--- src/rtl/sdcmd_pkg.sv ---
package sdcmd_pkg;

  typedef enum logic [3:0] {
    C_NOP   = 4'd0,
    C_ACT   = 4'd1,
    C_READ  = 4'd2,
    C_WRITE = 4'd3,
    C_BSTOP = 4'd4,
    C_PRE   = 4'd5,
    C_AREF  = 4'd6,
    C_SREF  = 4'd7,
    C_LMR   = 4'd8
  } cmd_e;

  typedef struct packed {
    logic vld;
    cmd_e code;
  } dec_t;

  // number of byte lanes for the chosen data width
  function automatic int lane_count(input bit wide32);
    return wide32 ? 4 : 2;
  endfunction

  // column address width for the chosen data width
  function automatic int col_width(input bit wide32);
    return wide32 ? 8 : 9;
  endfunction

  // strobe pattern to command, chip select handled by the caller
  function automatic dec_t classify(input logic ras_n, input logic cas_n,
                                    input logic we_n, input logic cke);
    dec_t d;
    logic [2:0] p;
    p = {ras_n, cas_n, we_n};
    d.vld  = 1'b1;
    d.code = C_NOP;
    if (!cke) begin
      if (p == 3'b001) d.code = C_SREF;
      else d.vld = 1'b0;
    end else begin
      case (p)
        3'b111:  d.code = C_NOP;
        3'b011:  d.code = C_ACT;
        3'b101:  d.code = C_READ;
        3'b100:  d.code = C_WRITE;
        3'b110:  d.code = C_BSTOP;
        3'b010:  d.code = C_PRE;
        3'b001:  d.code = C_AREF;
        default: d.code = C_LMR;
      endcase
    end
    return d;
  endfunction

endpackage

--- src/rtl/sdcmd_decode.sv ---
module sdcmd_decode
  import sdcmd_pkg::*;
#(
  parameter int COL_W = 9,
  parameter int ROW_W = 12,
  parameter int BA_W  = 2,
  parameter int AP_BIT = 10
) (
  input  logic             clk,
  input  logic             rst_n,
  input  logic             cs_n,
  input  logic             ras_n,
  input  logic             cas_n,
  input  logic             we_n,
  input  logic             cke,
  input  logic [BA_W-1:0]  ba,
  input  logic [ROW_W-1:0] addr,
  output logic             lmr_now,
  output logic             cmd_vld,
  output cmd_e             cmd_code,
  output logic [BA_W-1:0]  cmd_bank,
  output logic [ROW_W-1:0] cmd_row,
  output logic [COL_W-1:0] cmd_col,
  output logic             cmd_ap,
  output logic             cmd_pall
);

  dec_t             dec;
  logic             hit;
  cmd_e             code_n;
  logic             is_rw;
  logic             bank_used;
  logic [BA_W-1:0]  bank_n;
  logic [ROW_W-1:0] row_n;
  logic [COL_W-1:0] col_n;
  logic             ap_n;
  logic             pall_n;

  always_comb begin
    dec       = classify(ras_n, cas_n, we_n, cke);
    hit       = !cs_n && dec.vld;
    code_n    = hit ? dec.code : C_NOP;
    is_rw     = hit && (code_n == C_READ || code_n == C_WRITE);
    bank_used = hit && (code_n == C_ACT || is_rw ||
                        (code_n == C_PRE && !addr[AP_BIT]));
    bank_n    = bank_used ? ba : '0;
    row_n     = (hit && code_n == C_ACT) ? addr : '0;
    col_n     = is_rw ? addr[COL_W-1:0] : '0;
    ap_n      = is_rw && addr[AP_BIT];
    pall_n    = hit && code_n == C_PRE && addr[AP_BIT];
    lmr_now   = hit && code_n == C_LMR;
  end

  always_ff @(posedge clk) begin
    if (!rst_n) begin
      cmd_vld  <= 1'b0;
      cmd_code <= C_NOP;
      cmd_bank <= '0;
      cmd_row  <= '0;
      cmd_col  <= '0;
      cmd_ap   <= 1'b0;
      cmd_pall <= 1'b0;
    end else begin
      cmd_vld  <= hit;
      cmd_code <= code_n;
      cmd_bank <= bank_n;
      cmd_row  <= row_n;
      cmd_col  <= col_n;
      cmd_ap   <= ap_n;
      cmd_pall <= pall_n;
    end
  end

  // a deselected cycle never produces a strobe
  p_inhibit_r1: assert property (@(posedge clk) disable iff (!rst_n)
    $past(cs_n) |-> !cmd_vld);

  // with cke low only self refresh can come out
  p_cke_low_r7: assert property (@(posedge clk) disable iff (!rst_n)
    (!$past(cke) && cmd_vld) |-> cmd_code == C_SREF);

  // precharge-all always reports bank zero on a precharge
  p_pall_bank_r5: assert property (@(posedge clk) disable iff (!rst_n)
    cmd_pall |-> (cmd_code == C_PRE && cmd_bank == '0));

  // a column or auto-precharge only accompanies an access
  p_col_only_rw_r4: assert property (@(posedge clk) disable iff (!rst_n)
    (cmd_col != '0 || cmd_ap) |-> (cmd_code == C_READ || cmd_code == C_WRITE));

endmodule

--- src/rtl/sdcmd_modereg.sv ---
module sdcmd_modereg #(
  parameter int OP_W = 11,
  parameter int BA_W = 2
) (
  input  logic            clk,
  input  logic            rst_n,
  input  logic            lmr_now,
  input  logic [BA_W-1:0] ba,
  input  logic [OP_W-1:0] op,
  output logic [OP_W-1:0] mr_val,
  output logic [OP_W-1:0] emr_val,
  output logic            mr_err
);

  logic wr_mr;
  logic wr_emr;
  logic lmr_rsvd;

  always_comb begin
    wr_mr    = lmr_now && ba == 2'b00;
    wr_emr   = lmr_now && ba == 2'b10;
    lmr_rsvd = lmr_now && ba[0];
  end

  always_ff @(posedge clk) begin
    if (!rst_n) begin
      mr_val  <= '0;
      emr_val <= '0;
      mr_err  <= 1'b0;
    end else begin
      if (wr_mr)    mr_val  <= op;
      if (wr_emr)   emr_val <= op;
      if (lmr_rsvd) mr_err  <= 1'b1;
    end
  end

  // a load of the base register lands on the next edge
  p_mr_load_r8: assert property (@(posedge clk) disable iff (!rst_n)
    wr_mr |=> mr_val == $past(op));

  // a reserved target touches neither register
  p_rsvd_keeps_r9: assert property (@(posedge clk) disable iff (!rst_n)
    lmr_rsvd |=> ($stable(mr_val) && $stable(emr_val)));

  // the error flag never clears outside reset
  p_err_sticky_r9: assert property (@(posedge clk) disable iff (!rst_n)
    mr_err |=> mr_err);

endmodule

--- src/rtl/sdcmd_dqm_path.sv ---
module sdcmd_dqm_path #(
  parameter int MASK_W = 2,
  parameter int LANE_BITS = 8,
  localparam int DQ_W = MASK_W * LANE_BITS
) (
  input  logic              clk,
  input  logic              rst_n,
  input  logic [MASK_W-1:0] dqm,
  output logic [MASK_W-1:0] wr_lane_en,
  output logic [DQ_W-1:0]   wr_bit_en,
  output logic [MASK_W-1:0] rd_lane_oe,
  output logic [DQ_W-1:0]   rd_bit_oe
);

  logic [MASK_W-1:0] rd_stage1;
  logic [1:0]        warm;

  for (genvar i = 0; i < MASK_W; i++) begin : g_lane
    assign wr_lane_en[i] = ~dqm[i];
    assign wr_bit_en[i*LANE_BITS +: LANE_BITS] = {LANE_BITS{wr_lane_en[i]}};
    assign rd_bit_oe[i*LANE_BITS +: LANE_BITS] = {LANE_BITS{rd_lane_oe[i]}};

    always_ff @(posedge clk) begin
      if (!rst_n) begin
        rd_stage1[i]  <= 1'b0;
        rd_lane_oe[i] <= 1'b0;
      end else begin
        rd_stage1[i]  <= ~dqm[i];
        rd_lane_oe[i] <= rd_stage1[i];
      end
    end
  end

  // edges since reset, saturating, gates the delay check
  always_ff @(posedge clk) begin
    if (!rst_n) warm <= 2'd0;
    else if (warm != 2'd2) warm <= warm + 2'd1;
  end

  // read enable follows the mask two samples back
  p_rd_delay_r11: assert property (@(posedge clk) disable iff (!rst_n)
    (warm == 2'd2) |-> rd_lane_oe == ~$past(dqm, 2));

  // read path stays disabled on the first edge after reset
  p_rd_reset_r13: assert property (@(posedge clk) disable iff (!rst_n)
    (warm == 2'd0) |-> rd_lane_oe == '0);

endmodule

--- src/rtl/sdcmd_front.sv ---
module sdcmd_front
  import sdcmd_pkg::*;
#(
  parameter bit WIDE32 = 1'b0,
  localparam int MASK_W = lane_count(WIDE32),
  localparam int COL_W  = col_width(WIDE32),
  localparam int DQ_W   = MASK_W * 8
) (
  input  logic              clk,
  input  logic              rst_n,
  input  logic              cs_n,
  input  logic              ras_n,
  input  logic              cas_n,
  input  logic              we_n,
  input  logic              cke,
  input  logic [1:0]        ba,
  input  logic [11:0]       addr,
  input  logic [MASK_W-1:0] dqm,
  output logic              cmd_vld,
  output logic [3:0]        cmd_code,
  output logic [1:0]        cmd_bank,
  output logic [11:0]       cmd_row,
  output logic [COL_W-1:0]  cmd_col,
  output logic              cmd_ap,
  output logic              cmd_pall,
  output logic [10:0]       mr_val,
  output logic [10:0]       emr_val,
  output logic              mr_err,
  output logic [MASK_W-1:0] wr_lane_en,
  output logic [DQ_W-1:0]   wr_bit_en,
  output logic [MASK_W-1:0] rd_lane_oe,
  output logic [DQ_W-1:0]   rd_bit_oe
);

  logic lmr_now;
  cmd_e code_q;

  sdcmd_decode #(.COL_W(COL_W), .ROW_W(12), .BA_W(2), .AP_BIT(10)) u_dec (
    .clk(clk), .rst_n(rst_n), .cs_n(cs_n), .ras_n(ras_n), .cas_n(cas_n),
    .we_n(we_n), .cke(cke), .ba(ba), .addr(addr), .lmr_now(lmr_now),
    .cmd_vld(cmd_vld), .cmd_code(code_q), .cmd_bank(cmd_bank),
    .cmd_row(cmd_row), .cmd_col(cmd_col), .cmd_ap(cmd_ap), .cmd_pall(cmd_pall)
  );

  assign cmd_code = code_q;

  sdcmd_modereg #(.OP_W(11), .BA_W(2)) u_mr (
    .clk(clk), .rst_n(rst_n), .lmr_now(lmr_now), .ba(ba), .op(addr[10:0]),
    .mr_val(mr_val), .emr_val(emr_val), .mr_err(mr_err)
  );

  sdcmd_dqm_path #(.MASK_W(MASK_W), .LANE_BITS(8)) u_dqm (
    .clk(clk), .rst_n(rst_n), .dqm(dqm), .wr_lane_en(wr_lane_en),
    .wr_bit_en(wr_bit_en), .rd_lane_oe(rd_lane_oe), .rd_bit_oe(rd_bit_oe)
  );

  // code is zero whenever no command was decoded
  p_idle_code_r2: assert property (@(posedge clk) disable iff (!rst_n)
    !cmd_vld |-> cmd_code == 4'd0);

  // a deselected cycle leaves both mode registers untouched
  p_inhibit_mr_r1: assert property (@(posedge clk) disable iff (!rst_n)
    cs_n |=> ($stable(mr_val) && $stable(emr_val)));

endmodule

--- config.mk ---
export PLATFORM = sky130hd
export DESIGN_NAME = sdcmd_front
export DESIGN_NICKNAME = d
export VERILOG_FILES = /design/src/rtl/sdcmd_pkg.sv /design/src/rtl/sdcmd_decode.sv /design/src/rtl/sdcmd_modereg.sv /design/src/rtl/sdcmd_dqm_path.sv /design/src/rtl/sdcmd_front.sv
export SDC_FILE = /design/constraint.sdc
export NUM_CORES = 1
export LEC_CHECK = 0
export ABC_CLOCK_PERIOD_IN_PS = 1100
export BUFFER_PORTS_ARGS = -buffer_cell sky130_fd_sc_hd__buf_4
export CORE_ASPECT_RATIO = 0.8
export CORE_MARGIN = 3
export CORE_UTILIZATION = 40
export CTS_CLUSTER_SIZE = 12
export DETAILED_ROUTE_END_ITERATION = 10
export PLACE_DENSITY = 0.83
export SYNTH_ARGS = -nofsm -noshare
export SYNTH_HDL_FRONTEND = slang
export SYNTH_SLANG_ARGS = --single-unit
--- constraint.sdc ---
create_clock -name clk -period 1.1 [get_ports clk]
set_clock_uncertainty 0.15 [all_clocks]
set_input_delay 0 -clock clk [delete_from_list [all_inputs] [get_ports clk]]
set_output_delay 0 -clock clk [all_outputs]
set_load 0.05 [all_outputs]
==> results, run 1 <==
- The clock-pin slew on the worst setup and hold paths is about 0.06 ns.
- Across the run, the number of max-cap violations was 0.
- The number of buffers inserted by port buffering is 111.
- The starting DRC count in detailed routing is 38.
- The largest area contributor in the netlist is dfxtp_1.
- The share of synthesized area occupied by flip-flops and latches is a little over half.
- The clock net sink count is 57.
- Once the floorplan was initialized, standard cells occupied approximately 42% of the core.
- The total vias in the final route is about 1800.
- Synthesis inferred between 50 and 60 register bits.
- The post-placement cell area is 0.00287 mm^2.
- IR analysis of the VDD net gives a maximum drop of ~0.99 mV.
- The power density relative to cell area is about 1400 mW/mm^2.
- The final worst-path cycle share is 100%.
- Grouping stages by cell kind, the critical path spends the most delay in flip-flops.
- The fraction of final layout cells with drive strength greater than 1 is between 40% and 50%.
- Buffers inserted during clock tree synthesis total 9.
- The number of failing hold endpoints at the final stage came to 3.
- The HPWL after detailed placement is around 3700 um.
- The clock insertion delay at the later pin of the skew report is 0.33 ns.
- The floorplan step defined a die boundary enclosing 0.00637 mm^2.
- The layout has about 400 filler cells.
- The final design area excluding fillers is 0.00338 mm^2.
- The flow ran to the end, but the final reports show violations.
- During synthesis, Yosys emitted a total of 0 warnings.
- The worst setup path is launched from a flop.
- The number of buffers and inverters on the critical path is 1.
- The largest single stage delay on the critical path is 0.41 ns.
- In this run the biggest area consumer among cell types represents a little over half of the synthesized area.
- The worst setup slack after placement is between 0.01 and 0.015 ns.
- TritonCTS built the clock tree.
- The category of the most critical setup path is flop to primary output.
- In the synthesized netlist the dominant register cell turns out to be dfxtp_1.
- On the final layout, the worst hold slack is -0.0357 ns.
- The instance count of the mapped netlist is roughly 210.
- By area the synthesized netlist is led by dfxtp_1, buf_4, mux2i_1.
- Setup violations remaining at the end of the flow were counted as 5.
- Headroom to the max-slew limit came out at about three quarters.
- The initialized floorplan defines 23 standard-cell rows.
- The leakage power total is 1.74 nW.
- The clock share of power is 41.2%.
- The worst setup margin is -0.00368 ns.
- The total count of max-transition violations in the final report is 0.
- Yosys mapped the design onto 26 distinct sky130hd cell types.
- For this run, design rule violations remaining after detail routing come to 0.
- Based on the critical path, the design can be clocked at up to approximately 910 MHz.
- The fraction of power spent switching nets is about 26%.
- The placeable core region is just over 0.005 mm^2.
- The post-synthesis to final-layout area growth is 55.1%.
- The net switching power is ~0.0012 W.
- The initial antenna violation count was 0.
- The average footprint of a synthesized cell is 10.3 um^2.
- In this run the worst path has a maximum fanout of 9.
- The number of global-route vias before repair was between 1500 and 2000.
- The kind of end point of the critical path is a primary output.
- From left edge to right edge, the die measures a little under 90 um.
- The I/O pin total is 112.
- The first global-routing pass estimated just over 8000 um of wire.
- The slew of the pin with the lowest slew margin is 0.351 ns.
- In the final routed layout, each cell accounts on average for ~14 um.
- In this run the remaining antenna-violating nets after routing total 0.
- The share of flip-flops with an asynchronous set or reset after synthesis is 0%.
- The die span in y is 72.0 um.
- The checks that failed: hold timing, setup timing.
- The final global-route overflow total is 0.
- The antenna cell count is 0.
- The first TritonRoute pass finished after 4 iterations.
- The number of buffers on the longest clock path is 2.
- Setup repair after global routing could not meet its margin everywhere.
- The number of H-tree levels is 3.
- The count of flip-flops with a built-in enable after synthesis is 0.
- Adding up every negative setup slack in the final design gives -0.00977 ns.
- The class of the worst hold path is input pin to flop.
- Entering global routing, the biggest net connects 39 pins.
- Walking the worst path, the cells encountered are buf_4.
- For the worst setup path, the data required time is roughly 0.95 ns.
- The wire length after detailed routing is 5370 um.
- The via density per instance is about 4.5.
- The cell with the largest stage delay on the worst path is dfxtp_4.
- The internal portion of the total power is 0.00353 W.
- Global routing used between 15 and 20% of the available tracks.
- The net count of the finished layout is 346.
- The data arrival at the endpoint of the critical path is 0.95 ns.
- The number of nets handed over by synthesis was about 230.
- In this run the cell area of the synthesized design comes to 0.00218 mm^2.
- The clock period minus worst slack is ~1.1 ns.
- In this run, the combinational gates consume approximately 15% of the power.
- The root buffer cell chosen for the clock tree is clkbuf_8.
- Routability-driven placement finished with a final weighted congestion of about 0.76.
- The sequential power share is ~44%.
[cell usage in the layout (no fill, tap or decap), types with 3 or more instances in the layout]
master	count
mux2i_1	22
nand2b_1	3
inv_1	4
buf_6	10
buf_4	105
dfxtp_1	55
nand2_1	35
clkbuf_8	15
and2_1	24
nor2b_1	3
dlygate4sd3_1	22
[per-layer routing]
metal	share of wire (%)	vias to the layer above	global-route usage, %	wire length (um)
li1	-	875	-	-
met1	39	795	17.3	2100
met2	51	74	29.4	2730
met3	8.9	8	9.65	479
met4	1.1	0	6.04	60
met5	0	-	0	0
[flip-flops by register name, indices dropped and copies added (netlist names), 2 cells and up]
register / flops
u_dec.cmd_bank: 2
u_dqm.rd_stage1: 2
u_dec.cmd_code: 4
u_dqm.rd_bit_oe: 2
u_mr.emr_val: 11
u_dec.cmd_col: 9
u_dec.cmd_row: 12
u_mr.mr_val: 11
[synth_stat cells, types with 2 or more instances]
| library cell | count |
|---|---|
| nor3_2 | 2 |
| and2b_1 | 2 |
| nor2b_1 | 3 |
| dfxtp_1 | 57 |
| buf_2 | 3 |
| nand2_1 | 35 |
| buf_6 | 2 |
| and2_1 | 24 |
| mux2i_1 | 22 |
| nor3b_1 | 3 |
| o21bai_1 | 2 |
| buf_4 | 34 |
| a21oi_1 | 2 |
| nand2b_1 | 3 |
| nand2_2 | 2 |
| inv_1 | 4 |
| a31oi_1 | 2 |
[per-stage QoR]
step	power [W]	hold WS [ns]	std cells	utilization (%)
3_3_place_gp	0.00276	0.0170	351	56.0
6_report	0.00476	-0.0357	390	65.9
4_1_cts	0.00479	-0.248	387	64.1
3_5_place_dp	0.00276	0.0188	351	56.0
2_1_floorplan	0.00260	-0.0784	211	-
5_1_grt	0.00494	-0.0273	390	65.9
[worst paths after layout]
path | slack (ns) | endpoint | depth (start not counted) | from
min reg2reg | 0.28 | u_dqm.rd_bit_oe[0] | 1 | u_dqm.rd_stage1[0]
max | -0.004 | rd_bit_oe[14] | 1 | u_dqm.rd_bit_oe[8]
min | -0.04 | u_dec.cmd_code[2] | 4 | ras_n
max reg2reg | 0.33 | u_mr.mr_val[6] | 2 | u_mr.mr_val[6]
[power groups by stage]
stage | clock [W] | sequential, W | combinational [W]
CTS | 0.00202 | 0.00210 | 0.000671
floorplan | 0 | 0.00222 | 0.000384
detailed placement | 0 | 0.00215 | 0.000616
finish | 0.00196 | 0.00210 | 0.000695
global placement | 0 | 0.00215 | 0.000610
global route | 0.00211 | 0.00210 | 0.000731
[cell families (layout without fill, tap and decap cells)]
group | after synthesis | in the layout | share of synthesized area [%]
AOI/OAI and AO/OA | 7 | 7 | 2.07
buffers and inverters | 44 | 161 | 14.3
DFF | 57 | 57 | 52.4
muxes | 22 | 22 | 10.1
and+or+nand+nor | 81 | 81 | 21.0
[layout make-up]
cell class	count	area, um^2	share of cell area, %
repair buffers	141	1190	35.2
flip-flops and latches	57	1150	34.0
multi-input cells	110	734	21.8
inverters	4	15.0	0.445
clock inverters	1	5.00	0.148
clock buffers	15	206	6.12
well taps	62	77.6	2.30
[repair_timing]
action / CTS / global route
endpoints found under the setup margin: 18 / 23
gates resized for setup: 0 / 17
hold buffers: 20 / 5
setup buffers: 0 / 0
hold endpoints to repair: 55 / 8
Note: power is estimated with default switching activity, not from simulation.
==> run 2: changes to the inputs <==
--- a/config.mk
+++ b/config.mk
@@ -5,14 +5,14 @@
 export SDC_FILE = /design/constraint.sdc
 export NUM_CORES = 1
 export LEC_CHECK = 0
-export ABC_CLOCK_PERIOD_IN_PS = 1100
+export ABC_CLOCK_PERIOD_IN_PS = 1200
 export BUFFER_PORTS_ARGS = -buffer_cell sky130_fd_sc_hd__buf_4
 export CORE_ASPECT_RATIO = 0.8
 export CORE_MARGIN = 3
 export CORE_UTILIZATION = 40
 export CTS_CLUSTER_SIZE = 12
 export DETAILED_ROUTE_END_ITERATION = 10
-export PLACE_DENSITY = 0.83
+export PLACE_DENSITY = 0.68
 export SYNTH_ARGS = -nofsm -noshare
 export SYNTH_HDL_FRONTEND = slang
 export SYNTH_SLANG_ARGS = --single-unit
==> constraint.sdc (replaced) <==
create_clock -name clk -period 1.2 [get_ports clk]
set_clock_uncertainty 0.15 [all_clocks]
set_input_delay 0 -clock clk [delete_from_list [all_inputs] [get_ports clk]]
set_output_delay 0 -clock clk [all_outputs]
set_load 0.05 [all_outputs]
==> run 2 against run 1 <==
  * Register-to-register slack improved by 0.06 ns
  * Global-route usage rose by 0.20 points
  * Final cell count increased by 2.1%
  * Combinational power down 6.2%
  * Non-clock buffer count increased by 8
  * The run ends with hold timing left
  * Wire length up 0.22%
  * Sequential power shrank 8%
  * Clock power about the same
  * Count of clock-buffer cells in the layout unchanged
  * Utilization increased by 0.49 points
  * Hold slack got worse by 0.046 ns
  * Cell area is 0.74% higher
==> results, run 2 (synthesized netlist as in run 1, its figures left out) <==
- Traced cell by cell, the critical path runs through buf_4, nand3b_1, buf_4, dlygate4sd3_1, nor3b_1.
- In this run the horizontal extent of the chip is between 80 and 90 um.
- After floorplanning, the core was sized to cover ~0.0051 mm^2.
- The category of the most critical setup path is input pin to flop.
- TritonCTS built the clock tree.
- The top register by number of flip-flops is u_dec.cmd_row.
- The checks that failed: hold timing.
- The number of nets at the end of the flow is 354.
- The number of buffers and inverters on the critical path is 3.
- STA classifies the critical path endpoint as a flop.
- Of the cells placed in the final design, the portion with a size suffix greater than 1 is between 40% and 50%.
- The number of buffers added for setup after CTS is 0.
- The detailed router finished its first iteration with 51 violations.
- The flow ran to the end, but the final reports show violations.
- The routed layout has around 1800 vias.
- After clock tree synthesis, the clock-pin slew on the worst setup and hold paths is roughly 0.06 ns.
- Setup repair after global routing left no endpoint under its margin.
- The detailed-router iteration count before antenna repair is 4.
- The category of the worst setup path launch point is an input pin.
- For this run, the slowest stage of the critical path takes approximately 0.6 ns.
- The first global-routing pass estimated between 8000 and 9000 um of wire.
- The number of failing hold endpoints at the final stage is 1.
- The via density per instance is about 4.4.
- Power spread over the standard cell area amounts to between 1000 and 1500 mW/mm^2.
- The number of global-route vias before repair came to ~1700.
- The data required time of the critical path is 1.30 ns.
- The total overflow left after global routing is 0.
- The clock tree synthesis step divided the H-tree into 3 levels.
- Relative to the synthesized area, the layout overhead comes to 56.3%.
- The antenna cell count is 0.
- The number of buffers added by the clock tree synthesis step is 9.
- The largest net degree at the start of global routing is 12.
- The detail route stage leaves a number of antenna-violating nets equal to 0.
- The clock period minus worst slack is ~1.2 ns.
- The library cells used most frequently in the layout, excluding fill and tap cells, are buf_4, dfxtp_1, nand2_1.
- The worst register-to-register path has a depth of 2.
- The largest registers in the layout are u_dec.cmd_row x12, u_mr.emr_val x11, u_mr.mr_val x11.
- The floorplan step set the die height to about 72 um.
- The most numerous cell type found on the critical path is buf_4.
- The total count of max-transition violations in the final report is 0.
- For the worst setup path, the data arrival time is 1.27 ns.
- Counting along the longest clock path gives a buffer depth of 2.
- The worst-case headroom to the max-slew limit is 75.1%.
- Hold timing on the final database bottoms out at a slack of -0.0819 ns.
- The initial antenna violation count is 0.
- The wire length after detailed routing is approximately 5400 um.
- The root buffer cell is clkbuf_8.
- The class of the worst hold path is input pin to flop.
- Row generation in the floorplan step produced 23 rows.
- The global placer's final weighted congestion is just under 0.8.
- The number of flip-flops under the largest register name is 12.
- Counting instances, the worst hold path has a depth of 3.
- The detailed-route DRC error count is 0.
- The later pin in the worst-skew pair is clocked with a latency of 0.33 ns.
- approximately 110 I/O pins were placed.
- In this run the worst path has a maximum fanout of 5.
- The HPWL after detailed placement is about 3500 um.
- The cell with the largest stage delay on the worst path is dlygate4sd3_1.
- Across the run, the number of max-cap violations was 0.
- The detail-routed net length per standard cell is between 10 and 15 um.
- The leakage power total is roughly 1.7 nW.
- The effective utilization at floorplan is between 40% and 50%.
- The final worst-path cycle share is between 90% and 100%.
- The maximum clock frequency is between 800 and 900 MHz.
- The family with the most delay on the worst path is buffers and inverters.
- The clock net sink count is 57.
- Across the VDD grid, the largest voltage drop is ~0.95 mV.
- The number of gates on the worst path with buffers counted is 5.
- The number of hold-repair buffers added at the cts stage is 33.
- The overall fraction of global-route tracks in use is 17.3%.
- During placement, the flow inserted port buffers numbering about 110.
- Adding up every negative setup slack in the final design gives 0 ns.
- The die covers 0.00637 mm^2.
- At the pin with the least slew margin, the transition time is 0.372 ns.
- The total setup violations reported at the end of the flow is 0.
- Leaving out fill and tap cells, the most frequent cell in the layout is buf_4.
## run 2: final timing paths
check / from / to / slack, ns
hold / removal: cs_n / u_dec.cmd_code[2] / -0.08
setup reg to reg: u_mr.emr_val[5] / u_mr.emr_val[5] / 0.39
hold reg to reg: u_dqm.rd_stage1[0] / u_dqm.rd_bit_oe[0] / 0.28
setup / recovery: cs_n / u_dec.cmd_bank[1] / 0.03
## run 2: what timing repair did
action                     in CTS  in global routing
setup endpoints to repair      18                 12
pin swaps                       0                  1
resized for setup               2                  3
hold endpoints to repair       57                  1
## run 2: tightest hold or removal path, cell delays in order
cell and delay, ns:
buf_4 0.11, nand2b_1 0.18, nor2_1 0.06
## run 2: metal layers
layer  vias up  wire length, um  GRT usage [%]  share of wire, %
met4         0               22           5.54              0.41
met3         4              499           8.29               9.3
li1        882                -              -                 -
met1       793             2320           21.1                43
met2        83             2540           27.0                47
met5         -                0              0                 0
## run 2: stage by stage
stage	power (W)	area, um^2	utilization [%]	instances	worst slack (ns)
6_report	0.00452	3400	66.4	398	0.0258
5_1_grt	0.00470	3400	66.4	398	0.00127
4_1_cts	0.00458	3390	66.1	398	0.0512
3_5_place_dp	0.00252	2830	55.2	349	-0.0125
3_3_place_gp	0.00252	2830	55.2	349	0.0283
2_1_floorplan	0.00238	2180	-	211	0.0172
## run 2: layout make-up
cell class                 instances  area [um^2]
fill                             408         1720
clock inverter                     1         30.0
tap                               62         77.6
sequential                        57         1140
inverter                           4         15.0
timing repair buffer             149         1200
multi-input combinational        110          737
clock buffer                      15          196
## run 2: power by group
| part | switching [W] | internal (W) |
|---|---|---|
| Sequential | 0.0000113 | 0.00192 |
| Clock | 0.000698 | 0.00124 |
| Combinational | 0.000406 | 0.000246 |
